==> src/rtl/csync_pkg.sv <==
package csync_pkg;

  // True when the active cycles of a line exceed a quarter of its length.
  function automatic logic duty_over_quarter(input logic [31:0] act_cyc,
                                             input logic [31:0] line_cyc);
    logic [33:0] act_x4;
    act_x4 = {act_cyc, 2'b00};
    return act_x4 > {2'b00, line_cyc};
  endfunction

  // True when an edge comes before three quarters of the reference period.
  function automatic logic edge_is_early(input logic [31:0] gap_cyc,
                                         input logic [31:0] per_cyc);
    logic [33:0] gap_x4;
    logic [33:0] per_x3;
    gap_x4 = {gap_cyc, 2'b00};
    per_x3 = {2'b00, per_cyc} + {1'b0, per_cyc, 1'b0};
    return gap_x4 < per_x3;
  endfunction

  // True when the high level occupied more than half of the window.
  function automatic logic high_dominates(input logic [31:0] hi_cyc,
                                          input logic [31:0] all_cyc);
    logic [32:0] hi_x2;
    hi_x2 = {hi_cyc, 1'b0};
    return hi_x2 > {1'b0, all_cyc};
  endfunction

endpackage

==> src/rtl/csync_pol_detect.sv <==
module csync_pol_detect
  import csync_pkg::*;
#(
  parameter int POL_LINES = 16,
  parameter int ACC_W     = 20
) (
  input  logic clk,
  input  logic rst_n,
  input  logic sync_raw,
  input  logic restart,
  output logic sync_s,
  output logic pol_neg,
  output logic pol_valid,
  output logic pol_chg
);
  localparam int LC_W = $clog2(POL_LINES + 1);

  logic             meta_q, sync_q, sync_d;
  logic [LC_W-1:0]  line_cnt;
  logic [ACC_W-1:0] hi_cnt, tot_cnt;

  logic rise_ev, window_done, acc_full, neg_now;

  assign sync_s      = sync_q;
  assign rise_ev     = sync_q & ~sync_d;
  assign window_done = rise_ev && (line_cnt == LC_W'(POL_LINES - 1));
  assign acc_full    = &tot_cnt;
  assign neg_now     = high_dominates(32'(hi_cnt), 32'(tot_cnt));

  always_ff @(posedge clk) begin
    if (!rst_n) begin
      meta_q    <= 1'b0;
      sync_q    <= 1'b0;
      sync_d    <= 1'b0;
      line_cnt  <= '0;
      hi_cnt    <= '0;
      tot_cnt   <= '0;
      pol_neg   <= 1'b0;
      pol_valid <= 1'b0;
      pol_chg   <= 1'b0;
    end else begin
      meta_q  <= sync_raw;
      sync_q  <= meta_q;
      sync_d  <= sync_q;
      pol_chg <= 1'b0;
      if (restart) begin
        line_cnt  <= '0;
        hi_cnt    <= '0;
        tot_cnt   <= '0;
        pol_valid <= 1'b0;
      end else begin
        if (rise_ev)
          line_cnt <= window_done ? '0 : line_cnt + 1'b1;
        if (window_done) begin
          hi_cnt    <= '0;
          tot_cnt   <= '0;
          pol_neg   <= neg_now;
          pol_valid <= 1'b1;
          pol_chg   <= pol_valid && (neg_now != pol_neg);
        end else if (!acc_full) begin
          tot_cnt <= tot_cnt + 1'b1;
          hi_cnt  <= hi_cnt + ACC_W'(sync_q);
        end
      end
    end
  end
endmodule

==> src/rtl/csync_pulse_qual.sv <==
module csync_pulse_qual #(
  parameter int MIN_W = 35
) (
  input  logic clk,
  input  logic rst_n,
  input  logic act,
  output logic lead_q
);
  localparam int RW = $clog2(MIN_W + 1);

  logic [RW-1:0] run_len;
  logic          run_full, hit_min;

  assign run_full = (run_len == RW'(MIN_W));
  assign hit_min  = act && (run_len == RW'(MIN_W - 1));

  always_ff @(posedge clk) begin
    if (!rst_n) begin
      run_len <= '0;
      lead_q  <= 1'b0;
    end else begin
      if (!act)
        run_len <= '0;
      else if (!run_full)
        run_len <= run_len + 1'b1;
      lead_q <= hit_min;
    end
  end
endmodule

==> src/rtl/csync_line_class.sv <==
module csync_line_class
  import csync_pkg::*;
#(
  parameter int CNT_W       = 16,
  parameter int VMISS_LINES = 1000
) (
  input  logic clk,
  input  logic rst_n,
  input  logic act,
  input  logic lead_q,
  input  logic restart,
  output logic hs_strobe,
  output logic vs_out,
  output logic v_present,
  output logic vloss
);
  localparam int VC_W = $clog2(VMISS_LINES + 1);

  logic [CNT_W-1:0] elapsed, per_last, act_acc;
  logic             have_edge, per_ok;
  logic [1:0]       hi_run, lo_run;
  logic [VC_W-1:0]  vcount;

  logic timeout, drop_eq, accept, classify, line_high, vs_set;

  assign timeout   = &elapsed;
  assign drop_eq   = lead_q && per_ok && edge_is_early(32'(elapsed), 32'(per_last));
  assign accept    = lead_q && !drop_eq;
  assign classify  = accept && have_edge && !timeout;
  assign line_high = duty_over_quarter(32'(act_acc), 32'(elapsed));
  assign vs_set    = classify && line_high && (hi_run != 2'd0) && !vs_out;

  // line timing: period, active count, equalizer rejection
  always_ff @(posedge clk) begin
    if (!rst_n) begin
      elapsed   <= '0;
      per_last  <= '0;
      act_acc   <= '0;
      have_edge <= 1'b0;
      per_ok    <= 1'b0;
      hs_strobe <= 1'b0;
    end else begin
      hs_strobe <= 1'b0;
      if (restart) begin
        elapsed   <= '0;
        act_acc   <= '0;
        have_edge <= 1'b0;
        per_ok    <= 1'b0;
      end else begin
        if (!timeout) elapsed <= elapsed + 1'b1;
        if (!(&act_acc)) act_acc <= act_acc + CNT_W'(act);
        if (timeout) begin
          have_edge <= 1'b0;
          per_ok    <= 1'b0;
        end
        if (accept) begin
          hs_strobe <= 1'b1;
          have_edge <= 1'b1;
          elapsed   <= CNT_W'(1);
          act_acc   <= CNT_W'(act);
        end
        if (classify) begin
          per_last <= elapsed;
          per_ok   <= 1'b1;
        end
      end
    end
  end

  // two-line hysteresis for vertical sync, vertical presence watch
  always_ff @(posedge clk) begin
    if (!rst_n) begin
      hi_run    <= '0;
      lo_run    <= '0;
      vs_out    <= 1'b0;
      v_present <= 1'b0;
      vcount    <= '0;
      vloss     <= 1'b0;
    end else begin
      vloss <= 1'b0;
      if (restart) begin
        hi_run    <= '0;
        lo_run    <= '0;
        vs_out    <= 1'b0;
        v_present <= 1'b0;
        vcount    <= '0;
      end else begin
        if (classify) begin
          if (line_high) begin
            lo_run <= '0;
            if (hi_run != 2'd2) hi_run <= hi_run + 1'b1;
            if (hi_run != 2'd0) vs_out <= 1'b1;
          end else begin
            hi_run <= '0;
            if (lo_run != 2'd2) lo_run <= lo_run + 1'b1;
            if (lo_run != 2'd0) vs_out <= 1'b0;
          end
        end
        if (vs_set) begin
          v_present <= 1'b1;
          vcount    <= '0;
        end else if (accept && v_present) begin
          if (vcount == VC_W'(VMISS_LINES - 1)) begin
            v_present <= 1'b0;
            vloss     <= 1'b1;
          end else begin
            vcount <= vcount + 1'b1;
          end
        end
      end
    end
  end
endmodule

==> src/rtl/csync_separator.sv <==
module csync_separator #(
  parameter int MIN_W       = 35,
  parameter int POL_LINES   = 16,
  parameter int ACC_W       = 20,
  parameter int CNT_W       = 16,
  parameter int VMISS_LINES = 1000
) (
  input  logic clk,
  input  logic rst_n,
  input  logic sync_in,
  output logic hs_strobe,
  output logic vs_out,
  output logic pc_inhibit,
  output logic pol_neg,
  output logic pol_valid,
  output logic v_present
);
  logic sync_s, pol_chg, vloss, act, lead_q, cls_restart;

  assign act         = pol_valid & (sync_s ^ pol_neg);
  assign cls_restart = pol_chg | vloss;
  assign pc_inhibit  = vs_out;

  csync_pol_detect #(.POL_LINES(POL_LINES), .ACC_W(ACC_W)) pol_i (
    .clk(clk), .rst_n(rst_n), .sync_raw(sync_in), .restart(vloss),
    .sync_s(sync_s), .pol_neg(pol_neg), .pol_valid(pol_valid), .pol_chg(pol_chg)
  );

  csync_pulse_qual #(.MIN_W(MIN_W)) qual_i (
    .clk(clk), .rst_n(rst_n), .act(act), .lead_q(lead_q)
  );

  csync_line_class #(.CNT_W(CNT_W), .VMISS_LINES(VMISS_LINES)) cls_i (
    .clk(clk), .rst_n(rst_n), .act(act), .lead_q(lead_q), .restart(cls_restart),
    .hs_strobe(hs_strobe), .vs_out(vs_out), .v_present(v_present), .vloss(vloss)
  );
endmodule

==> config.mk <==
export PLATFORM = sky130hd
export DESIGN_NAME = csync_separator
export DESIGN_NICKNAME = d
export VERILOG_FILES = /design/src/rtl/csync_pkg.sv /design/src/rtl/csync_pol_detect.sv /design/src/rtl/csync_pulse_qual.sv /design/src/rtl/csync_line_class.sv /design/src/rtl/csync_separator.sv
export SDC_FILE = /design/constraint.sdc
export NUM_CORES = 1
export LEC_CHECK = 0
export ABC_AREA = 1
export BUFFER_PORTS_ARGS = -buffer_cell sky130_fd_sc_hd__buf_2
export CORE_MARGIN = 3
export CORE_UTILIZATION = 40
export CTS_CLUSTER_DIAMETER = 150
export DETAILED_ROUTE_END_ITERATION = 10
export PLACE_DENSITY_LB_ADDON = 0.05
export SETUP_SLACK_MARGIN = 0.02
export SYNTH_ARGS = -nofsm -noshare
export SYNTH_HDL_FRONTEND = slang
export SYNTH_SLANG_ARGS = --single-unit
==> constraint.sdc <==
create_clock -name clk -period 5.75 [get_ports clk]
set_clock_uncertainty 0.1 [all_clocks]
set_input_delay 1.15 -clock clk [delete_from_list [all_inputs] [get_ports clk]]
set_output_delay 1.15 -clock clk [all_outputs]
set_load 0.005 [all_outputs]
# Word-level counts from Yosys, hierarchy flattened
# Index checks and enable logic that the tools add are counted.
# word_totals
ff_bits,126
word_cells,121
# classes
addsub,10
n_lt_le_gt_ge,3
n_eq_ne,11
n_mux,20
bitwise,11
n_reduce_logical,41
# ops
op,n
$reduce_and 16->1,2
$gt 21x20->1,1
$add 20x1->20,1
$add 20x1->20 const B,1
$reduce_and 20->1,1
$add 16x17->18,1
$gt 18x16->1,1
$lt 18x18->1,1
$add 16x1->16,1
$add 16x1->16 const B,1
$reduce_bool 2->1,8
$mux 1,15
$reduce_and 2->1,7
$eq 6x6->1 const B,2
$logic_and 1x1->1,12
$reduce_or 3->1,4
$add 10x1->10 const B,1
$eq 10x10->1 const B,1
$ne 2x2->1 const B,5
$mux 2,4
$not 1->1,7
$add 6x1->6 const B,1
$add 5x1->5 const B,1
$eq 5x4->1 const B,1
other kinds (11),16

# Logic depth before layout (Yosys ltp)
# depth
depth_word,12
ltp_mapped,25

# Cells and area by module
# Synthesis repeated with hierarchy kept, for this count alone.
# unflattened
cells_unflattened,1204
hier_area_um2,8247.9
# modules_own_cells
module,instances,cells_per_inst,area_per_inst_um2,seq_area_each_um2
csync_line_class,1,669,4688.2,1361.3
csync_pol_detect,1,481,3168.0,1021.0
csync_pulse_qual,1,48,362.8,140.1
csync_separator,1,6,28.8,0.0

# Worst setup path before layout
# OpenSTA, ideal clock, no wires.
# synth_timing
path_type,flip-flop to flip-flop
from,register cls_i.per_last[2]
to,register cls_i.vloss
setup_time_ns,0.062
arrival_time_ns,3.202
t_required_ns,5.588
slack_ns,2.386
path_stages_with_launch,19
path_buffers,1
synth_period_minus_slack_ns,3.364
path_cell_list,dfxtp_1 > ha_1 > nand2_1 > o21ai_0 > a21oi_1 > o21ai_0 > a21oi_1 > xor2_1 > ha_1 > nand4_1 > nor2_1 > inv_1 > a21oi_1 > nor2_1 > nor2_1 > buf_4 > nand2_1 > or2_2 > nor2_2
# synth_via
elab_chain_cells,11
# synth_lines
element,line,rtl
"start, declared",csync_line_class.sv:19,"logic [CNT_W-1:0] elapsed, per_last, act_acc;"
"start signal, assigned",csync_line_class.sv:63,per_last <= elapsed;
$add 16x17->18 (*),csync_pkg.sv:17,"per_x3 = {2'b00, per_cyc} + {1'b0, per_cyc, 1'b0};"
$lt 18x18->1 (*),csync_pkg.sv:18,return gap_x4 < per_x3;
$logic_and 1x1->1 (*),csync_line_class.sv:27,"assign drop_eq = lead_q && per_ok && edge_is_early(32'(elapsed), 32'(per_last));"
$logic_not 1->1 (*),csync_line_class.sv:28,assign accept = lead_q && !drop_eq;
$logic_and 1x1->1 (*),csync_line_class.sv:28,
$logic_and 1x1->1 (2 in a row),csync_line_class.sv:29,assign classify = accept && have_edge && !timeout;
$logic_and 1x1->1 (3 in a row),csync_line_class.sv:31,assign vs_set = classify && line_high && (hi_run != 2'd0) && !vs_out;
$reduce_or 4->1 (no source line) (*),--,
"end signal, assigned",csync_line_class.sv:78,vloss <= 1'b0;
"end signal, assigned",csync_line_class.sv:80,vloss <= 1'b0;
"end signal, assigned",csync_line_class.sv:105,vloss <= 1'b1;
"end, declared",csync_line_class.sv:15,output logic vloss
# Mark *: on every way between the ends. The rest lies on a longest branch, timed or not.
# A chain may end at the register's enable or synchronous reset.

# Final worst setup path
# layout_timing
from,register cls_i.per_last[2]
to,register cls_i.act_acc[11]
# layout_via
elab_chain_cells,6
# layout_lines
element,line,rtl
$add 16x17->18,csync_pkg.sv:17,
$lt 18x18->1,csync_pkg.sv:18,
$logic_and 1x1->1,csync_line_class.sv:27,
$logic_not 1->1,csync_line_class.sv:28,
$logic_and 1x1->1,csync_line_class.sv:28,
$reduce_or 3->1 (no source line),--,
"end signal, assigned",csync_line_class.sv:51,if (!(&act_acc)) act_acc <= act_acc + CNT_W'(act);
"end signal, assigned",csync_line_class.sv:60,act_acc <= CNT_W'(act);
"end, declared",csync_line_class.sv:19,
# Every way passes these cells.

==> impl_summary.log <==
[metrics] run status: finished, final reports clean
[metrics] destination of the worst hold path: pol_i.sync_s
[metrics] count of pins on the block boundary: 9
[metrics] via count of the first global-routing pass: 6652
[metrics] Synth Instances: 1118
[metrics] largest net degree at the start of global routing: 32
[metrics] Synth Area in Simple Gates: 0.304
[metrics] Final Hold Violating Endpoints: 0
[metrics] Worst IR Drop VDD: 0.200 mV
[metrics] Final Critical Period: 4.41 ns
[metrics] most frequently used flop master after synthesis: sky130_fd_sc_hd__dfxtp_1
[metrics] leakage dissipation: 3.65 nW
[metrics] Resized Gates After CTS: 0
[metrics] critical path buffer and inverter count: 0
[metrics] Die X: 148 um
[metrics] minimum setup slack among reg-to-reg paths: 1.34 ns
[metrics] Wirelength per Cell: 13.3 um
[metrics] Setup crit start kind: flop
[metrics] CP Class: reg2reg
[metrics] H-tree levels: 4
[metrics] Setup TNS Final: 0 ns
[metrics] CP peak stage delay: 0.73 ns
[metrics] Reg clk slew, reported paths: 0.07 ns
[metrics] standard-cell row count: 51
[metrics] routed wire length: 18.8 mm
[metrics] GP Congestion: 0.758
[metrics] Hold WC Path Type: reg2reg
[metrics] DRC violations left: 0
[metrics] area inside the core boundary: 19700 sq um
[metrics] starting density of the core: 0.411
[metrics] cell-by-cell trace of the critical path: ha_1 > nand2_1 > o21ai_0 > a21oi_1 > o21ai_0 > a21oi_1 > xor2_1 > ha_1 > nand4_1 > nor2_1 > nand2_1 > nand3_1 > o21ai_2 > nand2_1 > a21oi_1 > o21a_1
[metrics] count of state elements after synthesis: 126
[metrics] synthesized netlist net count: 1203
[metrics] antenna cells: 0
[metrics] multiplexer fraction of the synthesized cell area: 0
[metrics] clock tree from TritonCTS: yes
[metrics] hold path depth: 2
[metrics] CP arrival: 4.67 ns
[metrics] Int Pwr: 1.51 mW
[metrics] library cell contributing the largest single delay on the critical path: sky130_fd_sc_hd__nand2_1
[metrics] area added between synthesis and finish: 10.5%
[metrics] post-synthesis xor/xnor area fraction: 0.0618
[metrics] GRT Residual Overflow: 0
[metrics] final critical-path share of the clock period: 0.766
[metrics] fraction of the mapped netlist area in adder cells: 0.128
[metrics] detailed router's first-iteration violation count: 290
[metrics] worst reg2reg path depth: 16
[metrics] clock network power share: 0.529
[metrics] Max Fclk: 227 MHz
[metrics] Hold Crit Start: pol_i.meta_q
[metrics] net switching power: 0.514 mW
[metrics] reg-to-reg endpoint: cls_i.act_acc[11]
[metrics] via count: 6914
[metrics] count of hold-fix buffers inserted at cts: 0
[metrics] area of the mapped netlist: 8070 sq um
[metrics] compound-cell area share of the yosys netlist: 0.112
[metrics] share of flip-flops with an asynchronous set or reset: 0
[metrics] layout cells sized above 1: 0.0919
[metrics] Finish-stage setup viols: 0
[metrics] clock root buffer: sky130_fd_sc_hd__clkbuf_16
[metrics] switching share of power: 0.254
[metrics] overall power consumption: 2.03 mW
[metrics] count of clock tree sinks: 126
[metrics] Port-buffer cells: 8
[metrics] wire length of the first global-routing pass: 31.9 mm
[metrics] RSZ-0062 raised after global routing: no
[metrics] drt pass-1 iters: 5
[metrics] worst hold margin: 0.314 ns
[metrics] fraction of post-synthesis cell area in the top cell type by area: 0.312
[metrics] nets: 1214
[metrics] worst slew slack as a fraction of its limit: 0.237
[metrics] area leader, netlist: sky130_fd_sc_hd__dfxtp_1
[metrics] top area cells in the synthesized netlist: sky130_fd_sc_hd__dfxtp_1 31%, sky130_fd_sc_hd__ha_1 13%, sky130_fd_sc_hd__nand2_1 9.3%
[metrics] maxcap violations: 0
[metrics] overall track demand over capacity in global routing: 0.176
[metrics] insertion delay of the later-clocked pin in the worst-skew pair: 0.42 ns
[metrics] total setup buffers inserted after CTS: 0
[metrics] required time of the critical path: 6.02 ns
[metrics] gate family responsible for the most delay along the worst path: compound AO/OA/AOI/OAI gates
[metrics] placed cell areas: 8340 sq um
[metrics] initial antenna violation count: 0
[metrics] Die H: 148 um
[metrics] remaining antenna violation count: 0
[metrics] mean post-synth cell area: 7.22 sq um
[metrics] Post-synth EDFFs: 0
[metrics] final count of pins violating max slew: 0
[metrics] register area share after synthesis: 0.312
[metrics] power density over cell area: 227 nW/um^2
[metrics] largest family of logic cells by synthesized area: simple AND/OR/NAND/NOR gates
[metrics] via/cell ratio: 4.91
[metrics] maximum buffer depth of the clock tree: 2
[metrics] half-perimeter wire length after placement: 13.8 mm
[metrics] clock buffer count from CTS: 17
[metrics] number of distinct library cell variants in the gate-level netlist after synthesis: 47
[metrics] floorplan die area: 21900 sq um
[metrics] Crit Reg-Reg Startpoint: cls_i.per_last[2]
[metrics] biggest fanout along the worst timing path: 31
[metrics] Yosys Warn Count: 0
[metrics] final instance area: 8920 sq um
[metrics] Worst setup EP type: flop
[metrics] share of power burned in registers: 0.438
[metrics] Logic pwr share: 0.033
[metrics] Worst Max-Slew Pin Slew: 1.14 ns
worst register-to-register path, delay by kind of cell, from the launching register on:
family                     cells  cell delay [ns]
and+or+nand+nor                6             1.13
AOI/OAI and AO/OA              7             1.94
xor gates and xnor gates       1             0.18
adders and majority gates      2             0.67
DFF                            1             0.35
worst max path at each step:
stage / startpoint / endpoint / slack, ns / cells after the start
5_1_grt: cls_i.per_last[2] / cls_i.act_acc[11] / 0.82 / 17
3_3_place_gp: cls_i.per_last[2] / cls_i.act_acc[11] / 1.43 / 16
2_1_floorplan: cls_i.per_last[2] / cls_i.vloss / 2.39 / 18
3_5_place_dp: cls_i.per_last[2] / cls_i.act_acc[11] / 1.36 / 16
4_1_cts: cls_i.per_last[2] / cls_i.act_acc[11] / 1.31 / 16
6_report: cls_i.per_last[2] / cls_i.act_acc[11] / 1.34 / 16
stage by stage:
step	utilization	instances	setup slack, ns
after floorplan	-	1118	2.39
after global placement	0.425	1375	1.43
after detailed placement	0.425	1375	1.36
after CTS	0.454	1407	1.31
after global routing	0.454	1407	0.817
final	0.454	1407	1.34
final cells by class:
| class | instances | area [sq um] |
|---|---|---|
| flip-flops and latches | 126 | 2520 |
| clock inverters | 15 | 153 |
| multi-input cells | 831 | 4890 |
| inverters | 142 | 538 |
| fillers | 2078 | 10700 |
| clock buffers | 17 | 425 |
| well taps | 265 | 332 |
| repair buffers | 11 | 62.6 |
flip-flops by register name, summed over array words and instances (netlist names), 2 cells and up:
name	count
cls_i.elapsed	16
cls_i.act_acc	16
pol_i.tot_cnt	20
qual_i.run_len	6
pol_i.hi_cnt	20
cls_i.lo_run	2
cls_i.hi_run	2
cls_i.vcount	10
pol_i.line_cnt	5
cls_i.per_last	16
logic make-up (layout without fill, tap and decap cells):
kind of cell             Yosys count  count (layout)
AO/OA/AOI/OAI                    165             165
adder cells (fa/ha/maj)           82              82
buffers and inverters            161             185
XOR/XNOR                          57              57
flip-flops                       126             126
AND/OR/NAND/NOR                  527             527
routing by layer:
layer  share of wire  vias up  GRT usage
li1                -     3726          -
met5               0        -          0
met4           0.014        0     0.0540
met1            0.51     3120      0.233
met2            0.46       51      0.296
met3           0.018       17     0.0308
synthesized netlist by cell type (3+ instances only):
cell type / count
sky130_fd_sc_hd__o21a_1: 3
sky130_fd_sc_hd__inv_1: 133
sky130_fd_sc_hd__or2_2: 3
sky130_fd_sc_hd__buf_6: 3
sky130_fd_sc_hd__clkbuf_1: 7
sky130_fd_sc_hd__xnor2_1: 23
sky130_fd_sc_hd__nand3_1: 73
sky130_fd_sc_hd__buf_2: 5
sky130_fd_sc_hd__nor3_2: 3
sky130_fd_sc_hd__a21oi_1: 91
sky130_fd_sc_hd__dfxtp_1: 126
sky130_fd_sc_hd__a31oi_1: 11
sky130_fd_sc_hd__xor2_1: 34
sky130_fd_sc_hd__nand4_1: 38
sky130_fd_sc_hd__a21oi_2: 10
sky130_fd_sc_hd__nor3_1: 31
sky130_fd_sc_hd__a211oi_1: 3
sky130_fd_sc_hd__nand2_2: 16
sky130_fd_sc_hd__nor2_1: 118
sky130_fd_sc_hd__ha_1: 81
sky130_fd_sc_hd__and2_0: 6
sky130_fd_sc_hd__nand2_4: 3
sky130_fd_sc_hd__nor4_1: 10
sky130_fd_sc_hd__inv_2: 7
sky130_fd_sc_hd__o21ai_0: 43
sky130_fd_sc_hd__nor2_2: 11
sky130_fd_sc_hd__nand2_1: 201
layout by cell type (no fill, tap or decap), drive strengths merged, types with 4 or more instances in the layout:
cell type  netlist  routed
dfxtp          126     126
inv            140     148
or2              4       4
nand3           74      74
xor2            34      34
and2             7       7
clkbuf           7      17
xnor2           23      23
buf             12      11
nand2          220     220
nand4           38      38
o21ai           44      44
ha              81      81
nor3            36      36
nor4            10      10
nor2           132     132
clkinv           2       8
a31oi           11      11
a21oi          101     101
power groups by stage:
stage / Combinational [mW] / Sequential, mW / Clock, mW
floorplan: 0.0532 / 0.903 / 0
global placement: 0.0682 / 0.906 / 0
detailed placement: 0.0685 / 0.906 / 0
CTS: 0.0689 / 0.886 / 1.10
global route: 0.0804 / 0.887 / 1.14
finish: 0.0677 / 0.886 / 1.07
(Power assumes the default switching activity.)
